## src/rtl/rxbd_pkg.sv

```systemverilog
package rxbd_pkg;

  // User-owned control bits of one descriptor
  typedef struct packed {
    logic empty;
    logic ext;
    logic wrap;
    logic ienb;
  } bd_ctrl_t;

  // Error causes latched into the status word
  typedef struct packed {
    logic crc;
    logic ovr;
    logic cdl;
  } rx_err_t;

  localparam int STAT_W = 16;

  // Assemble the written-back status: ownership returned (bit 15 = 0)
  function automatic logic [STAT_W-1:0] make_status(bd_ctrl_t c, logic last, rx_err_t e);
    logic [STAT_W-1:0] s;
    s     = '0;
    s[14] = c.ext;
    s[13] = c.wrap;
    s[12] = c.ienb;
    s[11] = last;
    s[2]  = e.crc;
    s[1]  = e.ovr;
    s[0]  = e.cdl;
    return s;
  endfunction

endpackage

```

## src/rtl/rxbd_table.sv

```systemverilog
module rxbd_table
  import rxbd_pkg::*;
#(
  parameter int NUM_BD = 4,
  parameter int ADDR_W = 24,
  localparam int IDX_W = (NUM_BD > 1) ? $clog2(NUM_BD) : 1
) (
  input  logic              clk,
  input  logic              rst,
  input  logic              host_we,
  input  logic [IDX_W-1:0]  host_idx,
  input  bd_ctrl_t          host_ctrl,
  input  logic [ADDR_W-1:0] host_ptr,
  input  logic              give_back,
  input  logic [IDX_W-1:0]  give_idx,
  input  logic [IDX_W-1:0]  rd_idx,
  output bd_ctrl_t          rd_ctrl,
  output logic [ADDR_W-1:0] rd_ptr
);

  bd_ctrl_t          ctrl_q  [NUM_BD];
  logic [ADDR_W-1:0] ptr_mem [NUM_BD];

  // Pointer store: write-only from the host, no reset, RAM-inferable
  always_ff @(posedge clk) begin
    if (host_we) ptr_mem[host_idx] <= host_ptr;
  end

  // Control bits: the block clears empty on close; a host write to the
  // same entry in the same cycle is issued later and wins
  always_ff @(posedge clk) begin
    if (rst) begin
      for (int k = 0; k < NUM_BD; k++) ctrl_q[k] <= '0;
    end else begin
      if (give_back) ctrl_q[give_idx].empty <= 1'b0;
      if (host_we)   ctrl_q[host_idx]       <= host_ctrl;
    end
  end

  assign rd_ctrl = ctrl_q[rd_idx];
  assign rd_ptr  = ptr_mem[rd_idx];

endmodule

```

## src/rtl/rxbd_counter.sv

```systemverilog
module rxbd_counter #(
  parameter int LEN_W = 16
) (
  input  logic             clk,
  input  logic             rst,
  input  logic             accept,
  input  logic             err_any,
  input  logic             hunt_ok,
  input  logic [LEN_W-1:0] max_len,
  input  logic [LEN_W-1:0] buf_size,
  output logic [LEN_W-1:0] count_q,
  output logic [LEN_W-1:0] len_out,
  output logic             hit_max,
  output logic             hit_full,
  output logic             close
);

  logic [LEN_W-1:0] cnt_nxt;

  always_comb begin
    cnt_nxt  = count_q + LEN_W'(accept);
    hit_max  = accept && (max_len != '0) && (cnt_nxt == max_len);
    hit_full = accept && (cnt_nxt == buf_size);
    close    = hit_max || hit_full || err_any || hunt_ok;
    len_out  = cnt_nxt;
  end

  always_ff @(posedge clk) begin
    if (rst)        count_q <= '0;
    else if (close) count_q <= '0;
    else            count_q <= cnt_nxt;
  end

endmodule

```

## src/rtl/rxbd_wb.sv

```systemverilog
module rxbd_wb
  import rxbd_pkg::*;
#(
  parameter int ADDR_W = 24,
  parameter int LEN_W  = 16,
  parameter int DATA_W = 8,
  parameter int IDX_W  = 2
) (
  input  logic              clk,
  input  logic              rst,
  input  logic              accept,
  input  logic [DATA_W-1:0] rx_data,
  input  logic [ADDR_W-1:0] base,
  input  logic [LEN_W-1:0]  offset,
  input  logic              close,
  input  logic              last,
  input  rx_err_t           errs,
  input  bd_ctrl_t          ctrl,
  input  logic [IDX_W-1:0]  idx,
  input  logic [LEN_W-1:0]  len,
  input  logic              irq_en,
  output logic              mem_we,
  output logic [ADDR_W-1:0] mem_addr,
  output logic [DATA_W-1:0] mem_wdata,
  output logic              st_we,
  output logic [IDX_W-1:0]  st_idx,
  output logic [STAT_W-1:0] st_word,
  output logic [LEN_W-1:0]  st_len,
  output logic              irq
);

  always_ff @(posedge clk) begin
    if (rst) begin
      mem_we    <= 1'b0;
      mem_addr  <= '0;
      mem_wdata <= '0;
      st_we     <= 1'b0;
      st_idx    <= '0;
      st_word   <= '0;
      st_len    <= '0;
      irq       <= 1'b0;
    end else begin
      mem_we <= accept;
      if (accept) begin
        mem_addr  <= base + ADDR_W'(offset);
        mem_wdata <= rx_data;
      end
      st_we <= close;
      irq   <= close && ctrl.ienb && irq_en;
      if (close) begin
        st_idx  <= idx;
        st_word <= make_status(ctrl, last, errs);
        st_len  <= len;
      end
    end
  end

endmodule

```

## src/rtl/rxbd_closer.sv

```systemverilog
module rxbd_closer
  import rxbd_pkg::*;
#(
  parameter int NUM_BD = 4,
  parameter int ADDR_W = 24,
  parameter int LEN_W  = 16,
  parameter int DATA_W = 8,
  localparam int IDX_W = (NUM_BD > 1) ? $clog2(NUM_BD) : 1
) (
  input  logic              clk,
  input  logic              rst,
  input  logic              bd_we,
  input  logic [IDX_W-1:0]  bd_idx,
  input  logic              bd_empty,
  input  logic              bd_ext,
  input  logic              bd_wrap,
  input  logic              bd_ienb,
  input  logic [ADDR_W-1:0] bd_ptr,
  input  logic [LEN_W-1:0]  max_len,
  input  logic [LEN_W-1:0]  buf_size,
  input  logic              irq_en,
  input  logic              rx_valid,
  input  logic [DATA_W-1:0] rx_data,
  input  logic              rx_crc_err,
  input  logic              rx_ovr_err,
  input  logic              rx_cd_lost,
  input  logic              hunt,
  output logic              mem_we,
  output logic [ADDR_W-1:0] mem_addr,
  output logic [DATA_W-1:0] mem_wdata,
  output logic              st_we,
  output logic [IDX_W-1:0]  st_idx,
  output logic [STAT_W-1:0] st_word,
  output logic [LEN_W-1:0]  st_len,
  output logic              irq,
  output logic              busy
);

  localparam logic [IDX_W-1:0] LAST_IDX = IDX_W'(NUM_BD - 1);

  logic [IDX_W-1:0]  cur_idx;
  bd_ctrl_t          cur_ctrl;
  bd_ctrl_t          host_ctrl;
  logic [ADDR_W-1:0] cur_ptr;
  logic              accept, err_any, hunt_ok, close;
  logic              hit_max, hit_full;
  logic [LEN_W-1:0]  count_q, len_out;
  rx_err_t           errs;

  assign host_ctrl = '{empty: bd_empty, ext: bd_ext, wrap: bd_wrap, ienb: bd_ienb};

  // Ownership gate: nothing is taken while the current entry is not empty
  assign busy    = ~cur_ctrl.empty;
  assign accept  = rx_valid & ~busy;
  assign errs    = busy ? '0 : '{crc: rx_crc_err, ovr: rx_ovr_err, cdl: rx_cd_lost};
  assign err_any = |errs;
  assign hunt_ok = hunt & ~busy;

  rxbd_table #(
    .NUM_BD (NUM_BD),
    .ADDR_W (ADDR_W)
  ) u_table (
    .clk       (clk),
    .rst       (rst),
    .host_we   (bd_we),
    .host_idx  (bd_idx),
    .host_ctrl (host_ctrl),
    .host_ptr  (bd_ptr),
    .give_back (close),
    .give_idx  (cur_idx),
    .rd_idx    (cur_idx),
    .rd_ctrl   (cur_ctrl),
    .rd_ptr    (cur_ptr)
  );

  rxbd_counter #(
    .LEN_W (LEN_W)
  ) u_counter (
    .clk      (clk),
    .rst      (rst),
    .accept   (accept),
    .err_any  (err_any),
    .hunt_ok  (hunt_ok),
    .max_len  (max_len),
    .buf_size (buf_size),
    .count_q  (count_q),
    .len_out  (len_out),
    .hit_max  (hit_max),
    .hit_full (hit_full),
    .close    (close)
  );

  rxbd_wb #(
    .ADDR_W (ADDR_W),
    .LEN_W  (LEN_W),
    .DATA_W (DATA_W),
    .IDX_W  (IDX_W)
  ) u_wb (
    .clk       (clk),
    .rst       (rst),
    .accept    (accept),
    .rx_data   (rx_data),
    .base      (cur_ptr),
    .offset    (count_q),
    .close     (close),
    .last      (hit_max | err_any),
    .errs      (errs),
    .ctrl      (cur_ctrl),
    .idx       (cur_idx),
    .len       (len_out),
    .irq_en    (irq_en),
    .mem_we    (mem_we),
    .mem_addr  (mem_addr),
    .mem_wdata (mem_wdata),
    .st_we     (st_we),
    .st_idx    (st_idx),
    .st_word   (st_word),
    .st_len    (st_len),
    .irq       (irq)
  );

  // Ring advance; full closes are observable through the status word only
  always_ff @(posedge clk) begin
    if (rst) begin
      cur_idx <= '0;
    end else if (close) begin
      if (cur_ctrl.wrap || cur_idx == LAST_IDX) cur_idx <= '0;
      else                                      cur_idx <= cur_idx + 1'b1;
    end
  end

  logic unused_full;
  assign unused_full = hit_full;

endmodule

```

## config.mk

```make
export PLATFORM = sky130hd
export DESIGN_NAME = rxbd_closer
export DESIGN_NICKNAME = d
export VERILOG_FILES = /design/src/rtl/rxbd_pkg.sv /design/src/rtl/rxbd_table.sv /design/src/rtl/rxbd_counter.sv /design/src/rtl/rxbd_wb.sv /design/src/rtl/rxbd_closer.sv
export SDC_FILE = /design/constraint.sdc
export NUM_CORES = 1
export LEC_CHECK = 0
export BUFFER_PORTS_ARGS = -buffer_cell sky130_fd_sc_hd__buf_4
export CAP_MARGIN = 5
export CORE_MARGIN = 1
export CORE_UTILIZATION = 40
export DETAILED_ROUTE_END_ITERATION = 7
export PLACE_DENSITY = 0.61
export SLEW_MARGIN = 20
export SYNTH_ARGS = -nofsm -noshare
export SYNTH_HDL_FRONTEND = slang
export SYNTH_HIERARCHICAL = 1
export SYNTH_SLANG_ARGS = --single-unit
```

## constraint.sdc

```tcl
create_clock -name clk -period 6.6 [get_ports clk]
set_input_delay 0.99 -clock clk [delete_from_list [all_inputs] [get_ports clk]]
set_output_delay 0.99 -clock clk [all_outputs]
set_load 0.01 [all_outputs]
```

==> results of run 1 <==
how the worst max path moves through the flow:
stage          startpoint         endpoint  slack, ns  depth (start not counted)
3_3_place_gp   cur_idx[1]   u_wb/st_idx[0]       1.80                         14
4_1_cts        cur_idx[1]   u_wb/st_len[4]       1.68                         14
2_1_floorplan  cur_idx[0]   u_wb/st_idx[0]       1.89                         16
6_report       cur_idx[1]  u_wb/st_word[0]       1.68                         14
5_1_grt        cur_idx[1]  u_wb/st_len[10]       1.39                         14
3_5_place_dp   cur_idx[1]  u_wb/st_word[0]       1.71                         14
power by group:
part	internal, mW	switching (mW)
registers	1.33	0.0271
clock network	0.545	0.483
logic	0.230	0.267
stage by stage:
stage                     cells  area, sq um
after floorplan             802         9540
after global placement     1217        10700
after detailed placement   1217        10700
after CTS                  1249        11300
after global routing       1249        11300
final                      1249        11300
state kept, by name, summed over array words and instances, names as in the netlist:
name / flops
u_wb/irq: 1
u_wb/st_idx: 2
u_wb/st_len: 16
u_wb/st_word: 7
cur_idx: 2
u_wb/mem_we: 1
u_counter/count_q: 16
u_wb/mem_addr: 24
u_wb/mem_wdata: 8
u_table/ctrl_q: 16
u_table/ptr_mem: 96
u_wb/st_we: 1
final cells by class:
type	count	share of cell area [%]
Clock buffer	18	3.79
Clock inverter	14	1.43
Inverter	22	0.728
Multi-Input combinational cell	538	37.3
Sequential cell	190	43.5
Tap cell	319	3.52
Timing Repair Buffer	148	9.80
layer usage:
metal,vias up,global-route usage (%)
li1,3207,-
met1,3154,25.8
met2,202,30.3
met3,19,3.90
met4,0,5.98
met5,-,0
worst max-delay path: cells and delay by family, from the launching register on:
kind,cells,cell delay [ns]
AND/OR/NAND/NOR,6,1.58
AO/OA/AOI/OAI,3,1.04
buffers and inverters,2,0.80
multiplexers,2,0.74
flip-flops,1,0.31
adder cells (fa/ha/maj),1,0.28
==> out/metrics.csv, run 1 <==
stage;metric;value;unit
sta;setup slack after layout;1.68;ns
cells_and_area;FILL cells;2169;
critical_path;Crit. End Element;register;
sta;post-route setup TNS;0;ns
drt;DR WL met3;1300;microns
global_route;largest net degree at the start of global routing;79;
critical_path;critical path type;reg -> reg;
floorplanning;DIE AREA;0.0244;sq mm
sta;Hold Violations, Final;0;
floorplanning;Die X;156;microns
clock_tree;H-tree Lvls;4;
critical_path;cell breakdown of the critical path;buf_4 -> mux4_1 -> and2_2 -> ha_1 -> nand4_2 -> nor2_1 -> a221o_1 -> a2111o_1 -> nor4_2 -> a21o_4 -> or3_1 -> buf_4 -> mux2i_1 -> nor2_1;
run;Max-Cap Viols;0;
global_route;first-pass GRT wire length;35200;microns
cells_and_area;most frequent cells in the layout;buf_4, edfxtp_1, nor2_1;
power_and_ir_drop;Leak Pwr;4.42;nW
critical_path;reg2reg setup slack;1.68;ns
drt;WL met1;10400;microns
cells_and_area;layout cells sized above 1;24.1;%
drt;first-pass iteration count of the detailed router;6;
clock_tree;Bufs on Longest Clock Path;2;
drt;ANT nets after route;0;
global_route;global-route total usage across every layer;19.0;%
sta;Least-Margin Pin Slew;1.08;ns
sta;Slew Viols, Final;0;
run_status;status;finished, final reports clean;
floorplanning;Core Rows;56;
drt;met2 wire length;10700;microns
critical_path;crit-path max cell delay;0.48;ns
drt;DRT iter0 DRCs;450;
placement;Place WS;1.71;ns
drt;Avg WL per Cell;18.2;microns
sta;final period utilization;74.5;%
cells_and_area;sequential cell area;0.00493;sq mm
clock_tree;CTS tree;built;
global_route;grt ovf;0;
critical_path;slowest CP cell;mux4_1;
critical_path;CP required;6.89;ns
min_path;hold endpoint;u_wb/mem_addr[11];
floorplanning;# IOs;149;
sta;Slew headroom;28.1;%
min_path;Worst Hold Class;reg -> reg;
sta;# setup viols final;0;
drt;WL final;22700;microns
critical_path;crit path DAT;5.21;ns
min_path;hold depth;2;
clock_tree;Root Buffer;clkbuf_16;
logic_synthesis;Synth Warn #;6;
clock_tree;Post-CTS Hold Fix Bufs;0;
floorplanning;initial core utilization;40.6;%
floorplanning;Core Area;0.0234;sq mm
clock_tree;Worst-Skew Late Latency;0.44;ns
global_route;initial antenna violation count;0;
drt;DR vias/cell;5.27;
cells_and_area;nets@finish;1016;
power_and_ir_drop;pwr/cell area;254;mW/mm^2
placement;hpwl dp;16100;microns
clock_tree;clock sinks;190;
power_and_ir_drop;total power;2.88;mW
sta;final worst path period need;4.92;ns
critical_path;worst r2r path cells;14;
cells_and_area;Area Growth Syn to Fin;19.2;%
sta;achievable frequency;0.203;GHz
clock_tree;CTS-repair resized insts;0;
clock_tree;Clock Pin Slew Worst Setup and Hold Paths;0.07;ns
placement;gp weighted congestion;0.852;
drt;DRC;0;
cells_and_area;Util after Layout;48.4;%
sta;RSZ-0062 raised after global routing;false;
power_and_ir_drop;VDD IR max;0.160;mV
critical_path;crit start category;register;
placement;IO Port Bufs;139;
clock_tree;clock buffer count from CTS;17;
floorplanning;die span in y;156;microns
cells_and_area;area of the multi-input gates;0.00423;sq mm
critical_path;r2r endpoint;u_wb/st_word[0];
drt;DR vias;6582;
logic_synthesis;Syn Area/Cell;12.0;sq um
cells_and_area;leading cell type in the layout, fill and taps excluded;buf_4;
logic_synthesis;Cells after Synth;794;
sta;worst setup skew after layout;0.0150;ns
drt;highest routed metal layer;met4;
min_path;HP Start;u_wb/mem_addr[11];
critical_path;Worst R2R Start;cur_idx[1];
global_route;vias in the first global route;6400;
sta;Hold WS;0.476;ns
clock_tree;Post-CTS Setup Inserts;0;
cells_and_area;antenna cells;0;
critical_path;Crit Path Max Fanout;34;
logic_synthesis;synthesized area;0.00951;sq mm
(Power assumes the default switching activity.)
==> inputs of run 2 (changes only) <==
Settings changed: PLACE_DENSITY 0.61 to 0.63.
Clock period 6.6 ns to 4.3 ns, I/O delays scaled along.
==> run 2 against run 1 <==
  * Utilization is 0.41 points higher
  * First-iteration DRC count is 4.9% higher
  * Total power grew 55%
  * Worst hold slack worse by 0.077 ns
  * Clock power increased by 56%
  * Count of clock-buffer cells in the layout is 1 lower
  * Global-route usage grew 0.32 points
  * Critical path depth is 1 lower
  * Maximum frequency rose by 23%
  * Design area rose by 0.84%
  * Clock skew down 0.0078 ns
  * Sequential power is 53% higher
  * Critical path type unchanged
  * Critical endpoint is now u_wb/st_word[11]
  * Highest routed layer unchanged
==> out/metrics.csv, run 2 (synthesized netlist as in run 1, its figures left out) <==
stage;metric;value;unit
drt;DR vias/cell;5.40;
floorplanning;Die X;156;microns
clock_tree;clock buffer count from CTS;17;
sta;Slew headroom;31.3;%
sta;final worst path period need;4.01;ns
floorplanning;Core Rows;56;
global_route;global-route total usage across every layer;19.3;%
clock_tree;Root Buffer;clkbuf_16;
global_route;vias in the first global route;6480;
floorplanning;# IOs;149;
power_and_ir_drop;VDD IR max;0.245;mV
cells_and_area;Post-Layout Inst Area;0.0114;sq mm
placement;placement-stage cell area;0.0108;sq mm
clock_tree;Bufs on Longest Clock Path;2;
sta;final period utilization;93.3;%
floorplanning;initial core utilization;40.6;%
placement;placed instance count;1224;
clock_tree;CTS tree;built;
critical_path;crit start category;register;
cells_and_area;Top reg by flops;u_table/ptr_mem;
clock_tree;H-tree Lvls;4;
critical_path;Crit Path Max Fanout;29;
clock_tree;Post-CTS Setup Inserts;0;
clock_tree;Clock Pin Slew Worst Setup and Hold Paths;0.08;ns
power_and_ir_drop;pwr/cell area;391;mW/mm^2
critical_path;crit path DAT;4.30;ns
critical_path;slowest CP cell;mux4_1;
floorplanning;Core Area;0.0234;sq mm
min_path;Worst Hold Class;in -> reg;
power_and_ir_drop;Leak Pwr;4.46;nW
sta;achievable frequency;0.249;GHz
clock_tree;clock sinks;190;
sta;worst setup skew after layout;0.00717;ns
cells_and_area;nets@finish;1023;
global_route;initial antenna violation count;1;
sta;RSZ-0062 raised after global routing;false;
drt;first-pass iteration count of the detailed router;5;
floorplanning;die span in y;156;microns
placement;gp weighted congestion;0.905;
critical_path;cell breakdown of the critical path;mux4_1 -> and2_2 -> ha_1 -> xnor2_1 -> o311ai_0 -> a221o_1 -> a2111o_1 -> nor4_2 -> a21o_4 -> or3_1 -> buf_12 -> mux2i_1 -> nor2_1;
critical_path;crit-path max cell delay;0.53;ns
global_route;largest net degree at the start of global routing;80;
power_and_ir_drop;total power;4.47;mW
drt;DR vias;6783;
cells_and_area;most frequent cells in the layout;buf_4, edfxtp_1, nor2_1;
drt;ANT nets after route;0;
critical_path;critical path type;reg -> reg;
clock_tree;Post-CTS Hold Fix Bufs;0;
drt;WL final;23000;microns
run_status;status;finished, final reports clean;
cells_and_area;Final Non-Filler Cells;1257;
critical_path;Crit. End Element;register;
cells_and_area;leading cell type in the layout, fill and taps excluded;buf_4;
placement;hpwl dp;16400;microns
global_route;grt ovf;0;
drt;Avg WL per Cell;18.3;microns
cells_and_area;Util after Layout;48.9;%
global_route;first-pass GRT wire length;35700;microns
cells_and_area;layout cells sized above 1;24.8;%
cells_and_area;FILL cells;2109;
cells_and_area;Area Growth Syn to Fin;20.2;%
critical_path;CP required;4.59;ns
placement;Place WS;0.327;ns
sta;# setup viols final;0;
placement;IO Port Bufs;139;
cells_and_area;Largest regs;u_table/ptr_mem: 96 flops, u_wb/mem_addr: 24 flops;
floorplanning;DIE AREA;0.0244;sq mm
drt;DRT iter0 DRCs;472;
sta;Hold Violations, Final;0;
clock_tree;Worst-Skew Late Latency;0.43;ns
sta;Slew Viols, Final;0;
sta;Hold WS;0.399;ns
drt;DRC;0;
sta;Least-Margin Pin Slew;1.02;ns
run;Max-Cap Viols;0;
sta;setup slack after layout;0.287;ns
sta;post-route setup TNS;0;ns
cells_and_area;max FFs per register;96;
clock_tree;CTS-repair resized insts;0;
## run 2: cell types whose count changed in the layout (fill, tap and decap cells not counted), moves of 3 or more
cell | previous run | this run
buf_4 | 148 | 154
inv_12 | 0 | 3
inv_8 | 8 | 4
clkinv_8 | 0 | 4
## run 2: area by class of cell
class                      count  area (sq um)  area share (%)
antenna                        1          2.50          0.0219
tap                          319           399            3.49
inverter                      22          82.6           0.722
timing repair buffer         155          1180            10.3
multi-input combinational    538          4230            37.0
clock inverter                15           194            1.70
clock buffer                  17           425            3.72
sequential                   190          4930            43.1
## run 2: metal layers
metal | share of wire (%) | global-route usage, %
met3 | 6.5 | 4.49
met1 | 45 | 26.4
met5 | 0 | 0
met4 | 1.9 | 5.93
met2 | 47 | 30.3
## run 2: report_power, final
group	total, mW	internal, mW	switching, mW
Combinational	0.787	0.364	0.423
Sequential	2.07	2.03	0.0410
Clock	1.61	0.805	0.805
Total	4.47	3.20	1.27
## run 2: worst max-delay path: cells and delay by family (launching register included)
family / cells / cell delay (ns)
AOI/OAI and AO/OA: 4 / 1.10
xor gates and xnor gates: 1 / 0.17
adders and majority gates: 1 / 0.37
buffers and inverters: 1 / 0.26
DFF: 1 / 0.37
muxes: 2 / 0.77
and+or+nand+nor: 4 / 0.81
## run 2: path summary, 6_finish.rpt
| kind | to | slack, ns | startpoint | cells past startpoint |
|---|---|---|---|---|
| min | u_table/ptr_mem[1][18] | 0.40 | bd_ptr[18] | 1 |
| max | u_wb/st_word[11] | 0.29 | u_table/ctrl_q[1][3] | 13 |
| max reg2reg | u_wb/st_word[11] | 0.29 | u_table/ctrl_q[1][3] | 13 |
| min reg2reg | u_wb/mem_addr[11] | 0.47 | u_wb/mem_addr[11] | 2 |
